$ cat config.mk
export PLATFORM = sky130hd
export DESIGN_NAME = intr_nest_ctrl
export DESIGN_NICKNAME = d
export VERILOG_FILES = /design/src/rtl/intr_pkg.sv /design/src/rtl/intr_regs.sv /design/src/rtl/intr_pending.sv /design/src/rtl/intr_arbiter.sv /design/src/rtl/intr_nest_ctrl.sv
export SDC_FILE = /design/constraint.sdc
export NUM_CORES = 1
export LEC_CHECK = 0
export BUFFER_PORTS_ARGS = -buffer_cell sky130_fd_sc_hd__buf_4
export CAP_MARGIN = 10
export CORE_UTILIZATION = 35
export CTS_CLUSTER_DIAMETER = 120
export DETAILED_ROUTE_END_ITERATION = 6
export MAX_ROUTING_LAYER = met4
export PLACE_DENSITY = 0.66
export SLEW_MARGIN = 20
export SYNTH_ARGS = -nofsm -noshare
export SYNTH_HDL_FRONTEND = slang
export SYNTH_SLANG_ARGS = --single-unit
$ cat constraint.sdc
create_clock -name clk -period 2.3 [get_ports clk]
set_clock_uncertainty 0.1 [all_clocks]
set_input_delay 0.46 -clock clk [delete_from_list [all_inputs] [get_ports clk]]
set_output_delay 0.46 -clock clk [all_outputs]
set_load 0.05 [all_outputs]
$ cat src/rtl/intr_pkg.sv
package intr_pkg;
  localparam int NLVL = 3;
  typedef logic [1:0] lvl_t;
  localparam lvl_t LVL_LOW  = 2'd0;
  localparam lvl_t LVL_HIGH = 2'd1;
  localparam lvl_t LVL_TOP  = 2'd2;
endpackage

$ cat src/rtl/intr_regs.sv
module intr_regs #(
  parameter int AW = 8,
  parameter int DW = 8,
  parameter int NSRC = 12,
  parameter logic [AW-1:0] ADDR_ENA = 8'hA8,
  parameter logic [AW-1:0] ADDR_PRI = 8'hB8,
  parameter logic [AW-1:0] ADDR_SEC = 8'hA9,
  parameter logic [DW-1:0] SEC_RST  = 8'hA0
) (
  input  logic            clk,
  input  logic            rst,
  input  logic [AW-1:0]   addr,
  input  logic            wr,
  input  logic [DW-1:0]   wdata,
  output logic [DW-1:0]   rdata,
  output logic            glob_en,
  output logic [NSRC-1:0] src_en,
  output logic [NSRC-1:0] src_hi
);
  localparam int ENA_CNT = 7;        // sources enabled by the primary register
  localparam int PRI_CNT = 8;        // sources prioritised by the priority register
  localparam int SEC_EN_CNT = 4;     // sources enabled by the secondary register
  localparam int TOP_IDX = NSRC - 1; // fixed top-level source

  logic [DW-1:0] ena_q, pri_q, sec_q;

  always_ff @(posedge clk) begin
    if (rst) begin
      ena_q <= '0;
      pri_q <= '0;
      sec_q <= SEC_RST;
    end else if (wr) begin
      if (addr == ADDR_ENA) ena_q <= wdata;
      if (addr == ADDR_PRI) pri_q <= wdata;
      if (addr == ADDR_SEC) sec_q <= wdata;
    end
  end

  always_ff @(posedge clk) begin
    if (rst) rdata <= '0;
    else if (addr == ADDR_ENA) rdata <= ena_q;
    else if (addr == ADDR_PRI) rdata <= pri_q;
    else if (addr == ADDR_SEC) rdata <= sec_q;
    else rdata <= '0;
  end

  assign glob_en = ena_q[DW-1];

  always_comb begin
    src_en = '0;
    src_hi = '0;
    for (int i = 0; i < ENA_CNT; i++) src_en[i] = ena_q[i];
    for (int i = 0; i < SEC_EN_CNT; i++) src_en[ENA_CNT+i] = sec_q[i];
    src_en[TOP_IDX] = sec_q[DW-1];
    for (int i = 0; i < PRI_CNT; i++) src_hi[i] = pri_q[i];
    for (int i = PRI_CNT; i < TOP_IDX; i++) src_hi[i] = sec_q[i-PRI_CNT+SEC_EN_CNT];
  end
endmodule

$ cat src/rtl/intr_pending.sv
module intr_pending #(
  parameter int NSRC = 12,
  localparam int IW = $clog2(NSRC)
) (
  input  logic            clk,
  input  logic            rst,
  input  logic [NSRC-1:0] flag,
  input  logic            clr_en,
  input  logic [IW-1:0]   clr_idx,
  output logic [NSRC-1:0] pend
);
  logic [NSRC-1:0] clr_vec;

  always_comb begin
    clr_vec = '0;
    for (int i = 0; i < NSRC; i++)
      if (clr_en && clr_idx == IW'(i)) clr_vec[i] = 1'b1;
  end

  // a new flag in the clearing cycle wins over the clear
  always_ff @(posedge clk) begin
    if (rst) pend <= '0;
    else     pend <= (pend & ~clr_vec) | flag;
  end
endmodule

$ cat src/rtl/intr_arbiter.sv
module intr_arbiter
  import intr_pkg::*;
#(
  parameter int NSRC = 12,
  localparam int IW = $clog2(NSRC)
) (
  input  logic            glob_en,
  input  logic [NSRC-1:0] pend,
  input  logic [NSRC-1:0] src_en,
  input  logic [NSRC-1:0] src_hi,
  input  logic [NLVL-1:0] ins,
  output logic            win_valid,
  output logic [IW-1:0]   win_idx,
  output lvl_t            win_lvl
);
  lvl_t            src_lvl [NSRC];
  logic [NSRC-1:0] elig;
  logic [NLVL-1:0] any_lvl;
  logic [IW-1:0]   first_idx [NLVL];

  for (genvar i = 0; i < NSRC; i++) begin : g_lvl
    if (i == NSRC - 1) begin : g_top
      assign src_lvl[i] = LVL_TOP;
    end else begin : g_cfg
      assign src_lvl[i] = src_hi[i] ? LVL_HIGH : LVL_LOW;
    end
  end

  assign elig = pend & src_en & {NSRC{glob_en}};

  always_comb begin
    any_lvl = '0;
    for (int l = 0; l < NLVL; l++) first_idx[l] = '0;
    // descending scan: lowest index of each level is written last
    for (int i = NSRC - 1; i >= 0; i--) begin
      if (elig[i]) begin
        any_lvl[src_lvl[i]]   = 1'b1;
        first_idx[src_lvl[i]] = IW'(i);
      end
    end
    win_valid = 1'b0;
    win_idx   = '0;
    win_lvl   = LVL_LOW;
    for (int l = 0; l < NLVL; l++) begin
      if (any_lvl[l] && ((ins >> l) == '0)) begin
        win_valid = 1'b1;
        win_idx   = first_idx[l];
        win_lvl   = lvl_t'(l);
      end
    end
  end
endmodule

$ cat src/rtl/intr_nest_ctrl.sv
module intr_nest_ctrl
  import intr_pkg::*;
#(
  parameter int AW = 8,
  parameter int DW = 8,
  parameter int NSRC = 12,
  parameter int VW = 16,
  parameter int VEC_BASE = 3,
  parameter int VEC_STEP = 8,
  localparam int IW = $clog2(NSRC)
) (
  input  logic            clk,
  input  logic            rst,
  input  logic [AW-1:0]   reg_addr,
  input  logic            reg_wr,
  input  logic [DW-1:0]   reg_wdata,
  output logic [DW-1:0]   reg_rdata,
  input  logic [NSRC-1:0] src_flag,
  input  logic            irq_ack,
  input  logic            irq_reti,
  output logic            irq_req,
  output logic [IW-1:0]   irq_idx,
  output logic [VW-1:0]   irq_vec
);
  logic            glob_en;
  logic [NSRC-1:0] src_en, src_hi, pend;
  logic [NLVL-1:0] ins_q, ins_set, ins_clr;
  logic            win_valid, take;
  logic [IW-1:0]   win_idx;
  lvl_t            win_lvl, lvl_q;

  assign take = irq_req && irq_ack;

  intr_regs #(.AW(AW), .DW(DW), .NSRC(NSRC)) u_regs (
    .clk(clk), .rst(rst), .addr(reg_addr), .wr(reg_wr), .wdata(reg_wdata),
    .rdata(reg_rdata), .glob_en(glob_en), .src_en(src_en), .src_hi(src_hi)
  );

  intr_pending #(.NSRC(NSRC)) u_pend (
    .clk(clk), .rst(rst), .flag(src_flag), .clr_en(take), .clr_idx(irq_idx),
    .pend(pend)
  );

  intr_arbiter #(.NSRC(NSRC)) u_arb (
    .glob_en(glob_en), .pend(pend), .src_en(src_en), .src_hi(src_hi),
    .ins(ins_q), .win_valid(win_valid), .win_idx(win_idx), .win_lvl(win_lvl)
  );

  always_comb begin
    ins_set = '0;
    ins_clr = '0;
    if (take) ins_set[lvl_q] = 1'b1;
    if (irq_reti)
      for (int l = 0; l < NLVL; l++)
        if (ins_q[l]) ins_clr = NLVL'(1) << l;
  end

  always_ff @(posedge clk) begin
    if (rst) ins_q <= '0;
    else     ins_q <= (ins_q & ~ins_clr) | ins_set;
  end

  always_ff @(posedge clk) begin
    if (rst) begin
      irq_req <= 1'b0;
      irq_idx <= '0;
      lvl_q   <= LVL_LOW;
      irq_vec <= '0;
    end else begin
      irq_req <= take ? 1'b0 : win_valid;
      irq_idx <= win_idx;
      lvl_q   <= win_lvl;
      irq_vec <= VW'(VEC_BASE) + VW'(VEC_STEP) * VW'(win_idx);
    end
  end
endmodule

; Word-level counts from Yosys, hierarchy flattened
; Cells that the tools add are included.
[totals]
reg_bits = 70
in_bits = 33
output_inout_bits = 29
wordCells = 291
[op_classes]
addsub = 1
magnitude_cmp = 46
eq_ne = 14
mux = 109
bitwise = 62
n_reduce_logical = 48
[op_table]
columns = cell, count
row1 = $mux W12, 11
row2 = $demux W4 S2, 11
row3 = $mux W4, 15
row4 = $and A12 B12 Y12, 4
row5 = $mux W3, 16
row6 = $or A3 B3 Y3, 16
row7 = $mux W1, 40
row8 = $logic_and A1 B1 Y1, 39
row9 = $and A9 B9 Y9, 4
row10 = $lt A2 B3 Y1 const B, 12
row11 = $not A9 Y9, 4
row12 = $ge A3 B3 Y1 const B, 11
row13 = $lt A3 B1 Y1 const B, 11
row14 = $not A2 Y3, 11
row15 = $and A6 B6 Y6, 5
row16 = $not A6 Y6, 5
row17 = $or A6 B6 Y6, 5
row18 = $demux W1 S2, 12
row19 = $eq A8 B8 Y1 const B, 3
row20 = $ge A2 B1 Y1 const B, 12
row21 = $mux W8, 3
row22 = $not A12 Y12, 2
row23 = $eq A4 B3 Y1 const B, 4
row24 = $eq A4 B4 Y1 const B, 4
row25 = 12 further kinds, 20

; Logic depth before layout (Yosys ltp)
; Gate-level depths: netlist (run 1).
[depth]
ltp_word = 33
mapped_depth = 9
mapped_depth_nobuf = 6

; Cells and area by module
; A second synthesis (run 1) with hierarchy kept.
[hier_totals]
cells_unflattened = 318
hier_area_um2 = 3100.5
[modules_own_cells]
columns = module, n_inst, cells_per_inst, area_each_um2, seq_area_each_um2
row1 = intr_regs, 1, 133, 1446.4, 640.6
row2 = intr_arbiter, 1, 81, 599.3, 0.0
row3 = intr_pending, 1, 55, 554.3, 240.2
row4 = intr_nest_ctrl, 1, 49, 500.5, 220.2

; Least setup slack after synthesis (run 1)
; OpenSTA, ideal clock, no wires.
[synth_path]
kind = reg-to-reg
start = register irq_req
end = register u_pend.pend[0]
setup_time_ns = 0.128
arrival_ns = 1.664
required_ns = 2.072
slack_ns = 0.408
stages_incl_launch_ff = 6
n_path_buf = 0
synth_period_minus_slack_ns = 1.892
cell_sequence = dfxtp_1 -> nand2_1 -> or3_1 -> or3_1 -> a21oi_1 -> nor2_1
[synth_between]
elab_chain_cells = 6
[synth_rtl]
columns = item, line
row1 = "start, declared", intr_nest_ctrl.sv:21  ; output logic irq_req,
row2 = "start signal, assigned", intr_nest_ctrl.sv:70  ; irq_req <= take ? 1'b0 : win_valid;
row3 = $logic_and A1 B1 Y1, intr_nest_ctrl.sv:32  ; assign take = irq_req && irq_ack;
row4 = $logic_and A1 B1 Y1, intr_pending.sv:17  ; if (clr_en && clr_idx == IW'(i)) clr_vec[i] = 1'b1;
row5 = $mux W1, intr_pending.sv:17
row6 = $not A12 Y12, intr_pending.sv:23  ; else pend <= (pend & ~clr_vec) | flag;
row7 = $and A12 B12 Y12, intr_pending.sv:23
row8 = $or A12 B12 Y12, intr_pending.sv:23
row9 = "end signal, assigned", intr_pending.sv:23
row10 = "end, declared", intr_pending.sv:10  ; output logic [NSRC-1:0] pend
; Every way passes these cells.
; A chain may end at the register's enable or synchronous reset.

; Worst setup path after layout (run 1)
[layout_path]
start = register u_regs.ena_q[7]
end = register irq_vec[6]
[layout_between]
elab_chain_cells = 27
elab_cells_between_ends = 64
cone_classes = add/sub: 1 / mux: 27 / bitwise: 33 / reduce/logical: 3
[layout_rtl]
columns = item, line
row1 = "start, declared", intr_regs.sv:25  ; logic [DW-1:0] ena_q, pri_q, sec_q;
row2 = "start signal, assigned", intr_regs.sv:33  ; if (addr == ADDR_ENA) ena_q <= wdata;
row3 = $and A12 B12 Y12 (*), intr_arbiter.sv:29  ; assign elig = pend & src_en & {NSRC{glob_en}};
row4 = $mux W3, intr_arbiter.sv:36  ; if (elig[i]) begin
row5 = $or A3 B3 Y3 (no line), --
row6 = $mux W3, intr_arbiter.sv:36
row7 = $or A3 B3 Y3 (no line), --
row8 = $mux W3, intr_arbiter.sv:36
row9 = $or A3 B3 Y3 (no line), --
row10 = $mux W3, intr_arbiter.sv:36
row11 = (+11 left out), --
row12 = $mux W3, intr_arbiter.sv:36
row13 = $or A3 B3 Y3 (no line), --
row14 = $mux W3, intr_arbiter.sv:36
row15 = $logic_and A1 B1 Y1 / $or A3 B3 Y3 (equally long branches), --
row16 = $mux W4 / $mux W3 (equally long branches), "intr_arbiter.sv:45, intr_arbiter.sv:36"
row17 = $mux W4 / $logic_and A1 B1 Y1 (equally long branches), intr_arbiter.sv:45  ; if (any_lvl[l] && ((ins >> l) == '0)) begin
row18 = $mux W4 (*), intr_arbiter.sv:45
row19 = $add A2 B7 Y8 (*), intr_nest_ctrl.sv:73  ; irq_vec <= VW'(VEC_BASE) + VW'(VEC_STEP) * VW'(win_idx);
row20 = "end signal, assigned", intr_nest_ctrl.sv:73
row21 = "end, declared", intr_nest_ctrl.sv:23  ; output logic [VW-1:0] irq_vec
; Mark *: on every way between the ends. The rest lies on a longest branch, timed or not.

==> results of run 1 <==
[power by group through the flow]
stage / logic (mW) / registers, mW / clock network (mW)
2_1_floorplan: 0.0989 / 1.00 / 0
3_5_place_dp: 0.147 / 1.01 / 0
5_1_grt: 0.158 / 0.987 / 0.594
4_1_cts: 0.148 / 0.986 / 0.557
6_report: 0.147 / 0.986 / 0.545
3_3_place_gp: 0.145 / 1.01 / 0
[critical path, cell delays in order (launching register included)]
cell and delay [ps]:
sky130_fd_sc_hd__dfxtp_2 530, sky130_fd_sc_hd__buf_4 180, sky130_fd_sc_hd__nand4b_4 100, sky130_fd_sc_hd__nor3b_2 190, sky130_fd_sc_hd__a41oi_2 280, sky130_fd_sc_hd__nand4_2 150, sky130_fd_sc_hd__or3_1 320, sky130_fd_sc_hd__a21oi_1 140
[what timing repair did]
item,CTS,global route
resized for setup,0,1
endpoints found under the hold margin,0,0
endpoints found under the setup margin,0,4
[layer usage]
| layer | global-route usage, % | part of all wire (%) | vias to the layer above |
|---|---|---|---|
| li1 | - | - | 1211 |
| met1 | 21.8 | 46 | 1117 |
| met2 | 28.6 | 47 | 59 |
| met3 | 2.79 | 4.3 | 11 |
| met4 | 6.85 | 2.1 | 0 |
| met5 | - | 0 | - |
[final timing paths]
path              startpoint              to  slack [ps]  cells after the start
min              src_flag[4]  u_pend.pend[4]         250                      3
max          u_regs.ena_q[7]      irq_vec[6]         250                      7
min reg2reg         lvl_q[0]        ins_q[1]         370                      2
max reg2reg  u_regs.ena_q[7]      irq_vec[6]         250                      7
[kinds of logic after synthesis]
family / share of synthesized area (%)
simple gates: 28.5
compound gates: 13.3
flops: 40.4
buf+inv: 8.82
mux: 8.82
other cells: 0.138
[placed cells by master (no fill, tap or decap), drive strengths merged, types with 2 or more instances in the layout]
cell / n
nor2b: 5
o21ai: 12
nand4: 16
nor3b: 2
nand4b: 7
conb: 10
nor2: 45
or3: 7
nand2b: 3
inv: 11
dfxtp: 55
a21oi: 34
nor3: 6
clkbuf: 6
clkinv: 2
nand2: 35
nand3: 4
buf: 64
mux2i: 24
and4b: 6
o211ai: 2
a31oi: 3
[state kept, by name, summed over array words and instances (netlist names)]
signal        cells
u_pend.pend      12
u_regs.ena_q      8
u_regs.pri_q      8
u_regs.rdata      8
u_regs.sec_q      8
ins_q             3
irq_idx           3
irq_vec           2
lvl_q             2
irq_req           1
[per-stage QoR]
| step | utilization (%) | setup slack [ps] | cells |
|---|---|---|---|
| 4_1_cts | 44.1 | 90.3 | 472 |
| 2_1_floorplan | - | 408 | 330 |
| 3_3_place_gp | 42.9 | 156 | 464 |
| 3_5_place_dp | 42.9 | 110 | 464 |
| 6_report | 44.1 | 255 | 472 |
| 5_1_grt | 44.1 | 134 | 472 |
[cell type report]
type | count | share of cell area (%)
timing repair buffer | 64 | 14.8
inverter | 11 | 1.27
multi-input combinational | 235 | 43.5
sequential | 55 | 33.9
clock buffer | 6 | 2.23
tap | 99 | 3.81
clock inverter | 2 | 0.538
==> impl_metrics.tcl, run 1 <==
set metrics [dict create \
    hold_slack_ps 250 \
    std_cell_rows 31 \
    ir_worst_vdd_uv 230 \
    detail_route.drc_violations 0 \
    synth.ff_latch_count 55 \
    drt-total-wl_um 6870 \
    clock.fmax_mhz 489 \
    cap_viol_max_count 0 \
    clk_transition_reported_paths_ps 100 \
    fp.dieArea_um2 8140 \
    worst-endpoint-required_ps 2440 \
    seq_power_share_pct 58.8 \
    asyncSetResetFlopFracSynth_pct 0 \
    drtAntennaViolNets 0 \
    die_width_um 90.2 \
    worst-path-max-fanout 19 \
    global_route.overflow_total 0 \
    number_of_standard_cells_after_synthesis 321 \
    count_of_yosys_warnings_during_synthesis 0 \
    end_kind "flop" \
    routedWlPerCell_um 14.6 \
    cts.htree.levels 2 \
    layout.filler_cells 739 \
    synthDominantCellAreaShare_pct 40.4 \
    grt_setup_unrepaired "no" \
    worst_skew_pair.late_latency_ps 310 \
    antenna_found_initial 0 \
    library_cell_with_the_highest_instance_count_after_synthesis "sky130_fd_sc_hd__dfxtp_1" \
    gp_congestion 0.938 \
    run_status "completed" \
    nets 405 \
    layout_min_cycle_time_ps 2050 \
    synth_area_per_cell_um2 8.48 \
    edff_count_synth 0 \
    number_of_buffers_inserted_during_clock_tree_synthesis 5 \
    power_report.internal_total_mw 1.24 \
    clockPowerShare_pct 32.5 \
    clock_path_buffers 2 \
    cellLeakagePower_nw 1.46 \
    hold_path.class "primary input to flop" \
    hpwlAfterDp_um 5260 \
    fin_crit_sh_pct 88.9 \
    drt-vias-per-instance 5.08 \
    synth.largest_area_cell "sky130_fd_sc_hd__dfxtp_1" \
    detail_route.first_pass.iterations 4 \
    ctsRootBufferMaster "sky130_fd_sc_hd__clkbuf_8" \
    grt_start_max_net_pins 45 \
    startpoint_type "flop" \
    number_of_global_route_vias_before_repair 2191 \
    post_synth_instance_area_um2 2720 \
    synth_top_cells_by_area "sky130_fd_sc_hd__dfxtp_1, sky130_fd_sc_hd__mux2i_1, sky130_fd_sc_hd__a21oi_1" \
    multi_input_area_um2 1420 \
    grt.total_usage_pct 17.6 \
    power_switching_mw 0.435 \
    cts_tree "yes" \
    combPwrFrac_pct 8.7 \
    worst-endpoint-arrival_ps 2190 \
    clkSinkCount 55 \
    ff_latch_area_um2 1100 \
    antenna_cells 0 \
    final_layout_size_suffix_gt1_share_pct 22.8 \
    worstSetupPathType "flop to flop" \
    layout.cell_area.non_filler_um2 3250 \
    detailed_place.area_um2 3160 \
    setup_tns_ps 0 \
    synth_cell_types 45 \
    actual_slew_at_the_worst_max_slew_pin_ps 591 \
    floorplan.die.height_um 90.2 \
    initial_utilization_pct 36.9 \
    number_of_drc_violations_after_detailed_routing_iteration_0 178 \
    post_cts_hold_buffer_count 0 \
    vias 2398 \
    ioPinCount 62 \
    ys_seq_area_share_pct 40.4 \
    core_area_um2 7370 \
    slew-limit-headroom_pct 60.5 \
    synth_commonest_cells "sky130_fd_sc_hd__dfxtp_1, sky130_fd_sc_hd__nor2_1, sky130_fd_sc_hd__nand2_1" \
    areaGrowthSynthToFinish_pct 19.5 \
    numPortBuffers 51 \
    cts.repair_timing.setup_buffer_count 0 \
    final-hold-violation-count 0 \
    power.total_mw 1.68 \
    power.switching_fraction_pct 25.9 \
    global_route_wire_length_before_repair_um 11000 \
    ys_dominant_reg_cell "sky130_fd_sc_hd__dfxtp_1" \
    drv_slew 0 \
    setup-violations-final 0 \
    p_per_area_nw_per_um2 516 \
]
(Power assumes the default switching activity.)
==> run 2: changes to the inputs <==
--- a/config.mk
+++ b/config.mk
@@ -7,6 +7,7 @@
 export LEC_CHECK = 0
 export BUFFER_PORTS_ARGS = -buffer_cell sky130_fd_sc_hd__buf_4
 export CAP_MARGIN = 10
+export CORE_MARGIN = 2
 export CORE_UTILIZATION = 35
 export CTS_CLUSTER_DIAMETER = 120
 export DETAILED_ROUTE_END_ITERATION = 6
==> impl_metrics.tcl, run 2 (same netlist as run 1, synthesis figures left out) <==
set metrics [dict create \
    worst-endpoint-arrival_ps 2170 \
    final-hold-violation-count 0 \
    top_register "u_pend.pend" \
    number_of_drc_violations_after_detailed_routing_iteration_0 215 \
    grt.total_usage_pct 17.1 \
    clkSinkCount 55 \
    power_switching_mw 0.440 \
    cts.repair_timing.setup_buffer_count 0 \
    layout.cells.most_common "sky130_fd_sc_hd__buf_4" \
    initial_utilization_pct 35.6 \
    number_of_buffers_inserted_during_clock_tree_synthesis 5 \
    power_report.internal_total_mw 1.38 \
    detailed_place.area_um2 3130 \
    slew-limit-headroom_pct 62.8 \
    die_width_um 92.2 \
    startpoint_type "flop" \
    drt-total-wl_um 6710 \
    gp_congestion 0.973 \
    worstSetupPathType "flop to flop" \
    nets 400 \
    p_per_area_nw_per_um2 560 \
    fp.dieArea_um2 8500 \
    clock_path_buffers 2 \
    grt_start_max_net_pins 45 \
    critical-path-max-stage-delay_ps 400 \
    layout_min_cycle_time_ps 2030 \
    met3_usage_pct 3.20 \
    hold_path.class "primary input to flop" \
    detail_route.drc_violations 0 \
    layout.filler_cells 772 \
    combPwrFrac_pct 8.0 \
    drtAntennaViolNets 0 \
    post_cts_hold_buffer_count 0 \
    antenna_cells 0 \
    cts.htree.levels 2 \
    drt-vias-per-instance 5.09 \
    use_met2_pct 27.3 \
    clk_transition_reported_paths_ps 100 \
    crit_slowest_cell "sky130_fd_sc_hd__dfxtp_2" \
    clock.fmax_mhz 493 \
    number_of_global_route_vias_before_repair 2168 \
    largest_register_ffs 12 \
    run_status "completed" \
    layout.cell_area.non_filler_um2 3250 \
    floorplan.die.height_um 92.2 \
    detail_route.first_pass.iterations 4 \
    areaGrowthSynthToFinish_pct 19.4 \
    end_kind "flop" \
    global_route.usage.met1_pct 21.7 \
    worst-endpoint-required_ps 2440 \
    setup-violations-final 0 \
    hold_slack_ps 244 \
    ioPinCount 62 \
    drv_slew 0 \
    core_area_um2 7650 \
    antenna_found_initial 0 \
    numPortBuffers 51 \
    seq_power_share_pct 54.1 \
    setup_tns_ps 0 \
    grt_busiest_layer "met2" \
    global_route.overflow_total 0 \
    final_layout_size_suffix_gt1_share_pct 22.0 \
    routedWlPerCell_um 14.3 \
    fin_crit_sh_pct 88.2 \
    grt_setup_unrepaired "no" \
    cts_tree "yes" \
    std_cell_rows 32 \
    worst-path-max-fanout 8 \
    cap_viol_max_count 0 \
    crit_chain "buf_4 -> and4b_1 -> nor2_1 -> a41oi_2 -> nand4_2 -> o41a_1 -> nor3_2" \
    worst_skew_pair.late_latency_ps 320 \
    most-common-layout-cells "sky130_fd_sc_hd__buf_4, sky130_fd_sc_hd__dfxtp_1, sky130_fd_sc_hd__nor2_1" \
    global_route_wire_length_before_repair_um 11100 \
    ir_worst_vdd_uv 201 \
    vias 2390 \
    power.switching_fraction_pct 24.2 \
    hpwlAfterDp_um 5160 \
    ctsRootBufferMaster "sky130_fd_sc_hd__clkbuf_8" \
    clockPowerShare_pct 37.9 \
    actual_slew_at_the_worst_max_slew_pin_ps 558 \
    cellLeakagePower_nw 1.45 \
]
[run 2: cell count changes in the layout (fill, tap and decap cells not counted), sizes merged]
cell	delta
buf	-5
clkinv	-2
bufinv	+1
inv	+1
[run 2: timing repair]
| item | in CTS | in global routing |
|---|---|---|
| endpoints found under the setup margin | 0 | 1 |
| resized for setup | 0 | 1 |
| hold endpoints to repair | 0 | 0 |
[run 2: worst paths after layout]
| path | endpoint | slack, ps | start | depth (start not counted) |
|---|---|---|---|---|
| max reg2reg | irq_idx[2] | 270 | u_regs.ena_q[7] | 7 |
| min reg2reg | ins_q[1] | 380 | lvl_q[0] | 2 |
| max | irq_idx[2] | 270 | u_regs.ena_q[7] | 7 |
| min | u_pend.pend[0] | 240 | src_flag[0] | 3 |
[run 2: metal layers]
layer | wire length (µm) | part of all wire (%)
met4 | 153 | 2.3
met3 | 295 | 4.4
met1 | 2910 | 43
met2 | 3350 | 50
met5 | 0 | 0
[run 2: layout make-up]
class,count,area [µm²],share of cell area (%)
clock buffers,6,82.6,2.54
flip-flops and latches,55,1100,33.9
multi-input cells,235,1420,43.5
repair buffers,59,443,13.6
clock inverters,2,38.8,1.19
inverters,11,41.3,1.27
well taps,102,128,3.93
[run 2: worst max-delay path: cells and delay by family (launching register included)]
family                 cells  cell delay (ps)
AND/OR/NAND/NOR            4              650
buffers and inverters      1              170
flip-flops                 1              400
AO/OA/AOI/OAI              2              620
[run 2: per-stage QoR]
step	power, mW	utilization, %	std cells	setup slack (ps)
detailed placement	1.15	40.9	462	272
global placement	1.15	40.9	462	359
finish	1.82	42.5	470	270
CTS	1.84	42.5	470	226
global route	1.89	42.5	470	82.8
floorplan	1.10	-	330	408
[run 2: power groups by stage]
stage               Sequential, mW  Combinational, mW  Clock [mW]
global placement              1.01              0.145           0
detailed placement            1.01              0.146           0
CTS                          0.986              0.147       0.704
global route                 0.987              0.158       0.741
floorplan                     1.00             0.0989           0
finish                       0.986              0.146       0.690
==> run 3: changes to the inputs <==
--- a/config.mk
+++ b/config.mk
@@ -7,12 +7,15 @@
 export LEC_CHECK = 0
 export BUFFER_PORTS_ARGS = -buffer_cell sky130_fd_sc_hd__buf_4
 export CAP_MARGIN = 10
+export CORE_ASPECT_RATIO = 1.2
 export CORE_MARGIN = 2
 export CORE_UTILIZATION = 35
+export CTS_BUF_LIST = sky130_fd_sc_hd__clkbuf_8
 export CTS_CLUSTER_DIAMETER = 120
 export DETAILED_ROUTE_END_ITERATION = 6
 export MAX_ROUTING_LAYER = met4
 export PLACE_DENSITY = 0.66
+export SKIP_CTS_REPAIR_TIMING = 1
 export SLEW_MARGIN = 20
 export SYNTH_ARGS = -nofsm -noshare
 export SYNTH_HDL_FRONTEND = slang
==> impl_metrics.tcl, run 3 (same netlist as run 1, synthesis figures left out) <==
set metrics [dict create \
    worst_skew_pair.late_latency_ps 310 \
    global_route_wire_length_before_repair_um 11700 \
    vias 2404 \
    clock_path_buffers 2 \
    number_of_global_route_vias_before_repair 2313 \
    number_of_buffers_inserted_during_clock_tree_synthesis 5 \
    grt_start_max_net_pins 45 \
    drt-vias-per-instance 5.25 \
    p_per_area_nw_per_um2 528 \
    cellLeakagePower_nw 1.42 \
    final-hold-violation-count 0 \
    ioPinCount 62 \
    layout_min_cycle_time_ps 2070 \
    clk_transition_reported_paths_ps 110 \
    areaGrowthSynthToFinish_pct 17.3 \
    path_buf_inv 0 \
    setup-violations-final 0 \
    ctsRootBufferMaster "sky130_fd_sc_hd__clkbuf_8" \
    die_width_um 84.5 \
    initial_utilization_pct 35.7 \
    cts.htree.levels 2 \
    detail_route.wirelength.met1_um 3120 \
    routedWlPerCell_um 15.2 \
    core_area_um2 7620 \
    antenna_found_initial 0 \
    clkSinkCount 55 \
    largest_register_ffs 12 \
    number_of_drc_violations_after_detailed_routing_iteration_0 121 \
    critical-path-max-stage-delay_ps 550 \
    floorplan.die.height_um 101 \
    top_register "u_pend.pend" \
    setup_tns_ps 0 \
    fin_crit_sh_pct 90.1 \
    detail_route.drc_violations 0 \
    worst-endpoint-required_ps 2450 \
    ir_worst_vdd_uv 264 \
    end_kind "flop" \
    most-common-layout-cells "sky130_fd_sc_hd__buf_4, sky130_fd_sc_hd__dfxtp_1, sky130_fd_sc_hd__nor2_1" \
    cap_viol_max_count 0 \
    top_layer_reached_by_signal_wires "met4" \
    antenna_cells 0 \
    rrSetupSlack_ps 230 \
    drt-total-wl_um 6950 \
    grt.total_usage_pct 17.4 \
    std_cell_rows 35 \
    layout.cells.most_common "sky130_fd_sc_hd__buf_4" \
    run_status "completed" \
    final_layout_size_suffix_gt1_share_pct 21.6 \
    clock.fmax_mhz 482 \
    crit_chain "nand4b_1 -> and4_1 -> a41oi_2 -> nand4_2 -> or3_1 -> a21oi_1" \
    route.met3.wl_um 486 \
    dpl.cell_count 450 \
    hold_path.class "primary input to flop" \
    worst-endpoint-arrival_ps 2220 \
    gp_congestion 0.854 \
    detail_route.first_pass.iterations 4 \
    dr_wl_met2_um 3250 \
    kind_of_cell_adding_the_most_delay_to_the_critical_path "simple AND/OR/NAND/NOR gates" \
    drv_slew 0 \
    drtAntennaViolNets 0 \
    cts_tree "yes" \
    nets 398 \
    global_route.overflow_total 0 \
    slew-limit-headroom_pct 63.5 \
    worstSetupPathType "flop to flop" \
    grt_setup_unrepaired "no" \
    instances_no_fill 458 \
    crit_slowest_cell "sky130_fd_sc_hd__dfxtp_2" \
    startpoint_type "flop" \
    actual_slew_at_the_worst_max_slew_pin_ps 547 \
    worst-path-max-fanout 22 \
    hpwlAfterDp_um 5290 \
    fp.dieArea_um2 8500 \
    numPortBuffers 51 \
]
run 3: cell count changes in the layout (fill, tap and decap cells not counted), sizes merged:
cell and delta:
buf -2, clkbuf -1, bufinv -1, clkinvlp +2
run 3: worst register-to-register path, cell delays in order (launching register included):
cell,delay (ps)
sky130_fd_sc_hd__dfxtp_2,550
sky130_fd_sc_hd__nand4b_1,210
sky130_fd_sc_hd__and4_1,290
sky130_fd_sc_hd__a41oi_2,240
sky130_fd_sc_hd__nand4_2,150
sky130_fd_sc_hd__or3_1,320
sky130_fd_sc_hd__a21oi_1,140
run 3: worst paths after layout:
check                                     start  depth (start not counted)              to
worst max-delay path            u_regs.ena_q[7]                          6      irq_vec[6]
worst min-delay path                src_flag[4]                          3  u_pend.pend[4]
worst max register to register  u_regs.ena_q[7]                          6      irq_vec[6]
worst min register to register         lvl_q[0]                          2        ins_q[1]
run 3: through the flow:
step	util (%)	hold slack [ps]	power [mW]	worst slack, ps	instance area, µm²
final	41.9	249	1.69	227	3190
after floorplan	-	345	1.10	408	2760
after detailed placement	40.7	377	1.15	48.8	3100
after CTS	41.9	249	1.70	13.6	3190
after global placement	40.7	356	1.15	89.6	3100
after global routing	41.9	256	1.75	13.9	3190
run 3: power by group:
part | total (mW) | switching [mW] | internal [mW]
Sequential | 0.986 | 0.0173 | 0.968
Clock | 0.556 | 0.337 | 0.219
Combinational | 0.146 | 0.0917 | 0.0545
Total | 1.69 | 0.446 | 1.24
run 3: final cells by class:
cell class	instances	area, µm²
Fill cell	792	4430
Multi-Input combinational cell	235	1420
Sequential cell	55	1100
Timing Repair Buffer	57	428
Tap cell	92	115
Clock buffer	5	68.8
Inverter	11	41.3
Clock inverter	3	23.8
run 3: routing by layer:
| metal | GRT usage [%] | vias up |
|---|---|---|
| met5 | - | - |
| met4 | 3.91 | 0 |
| met3 | 3.11 | 13 |
| met2 | 28.6 | 90 |
| met1 | 22.3 | 1105 |
| li1 | - | 1196 |
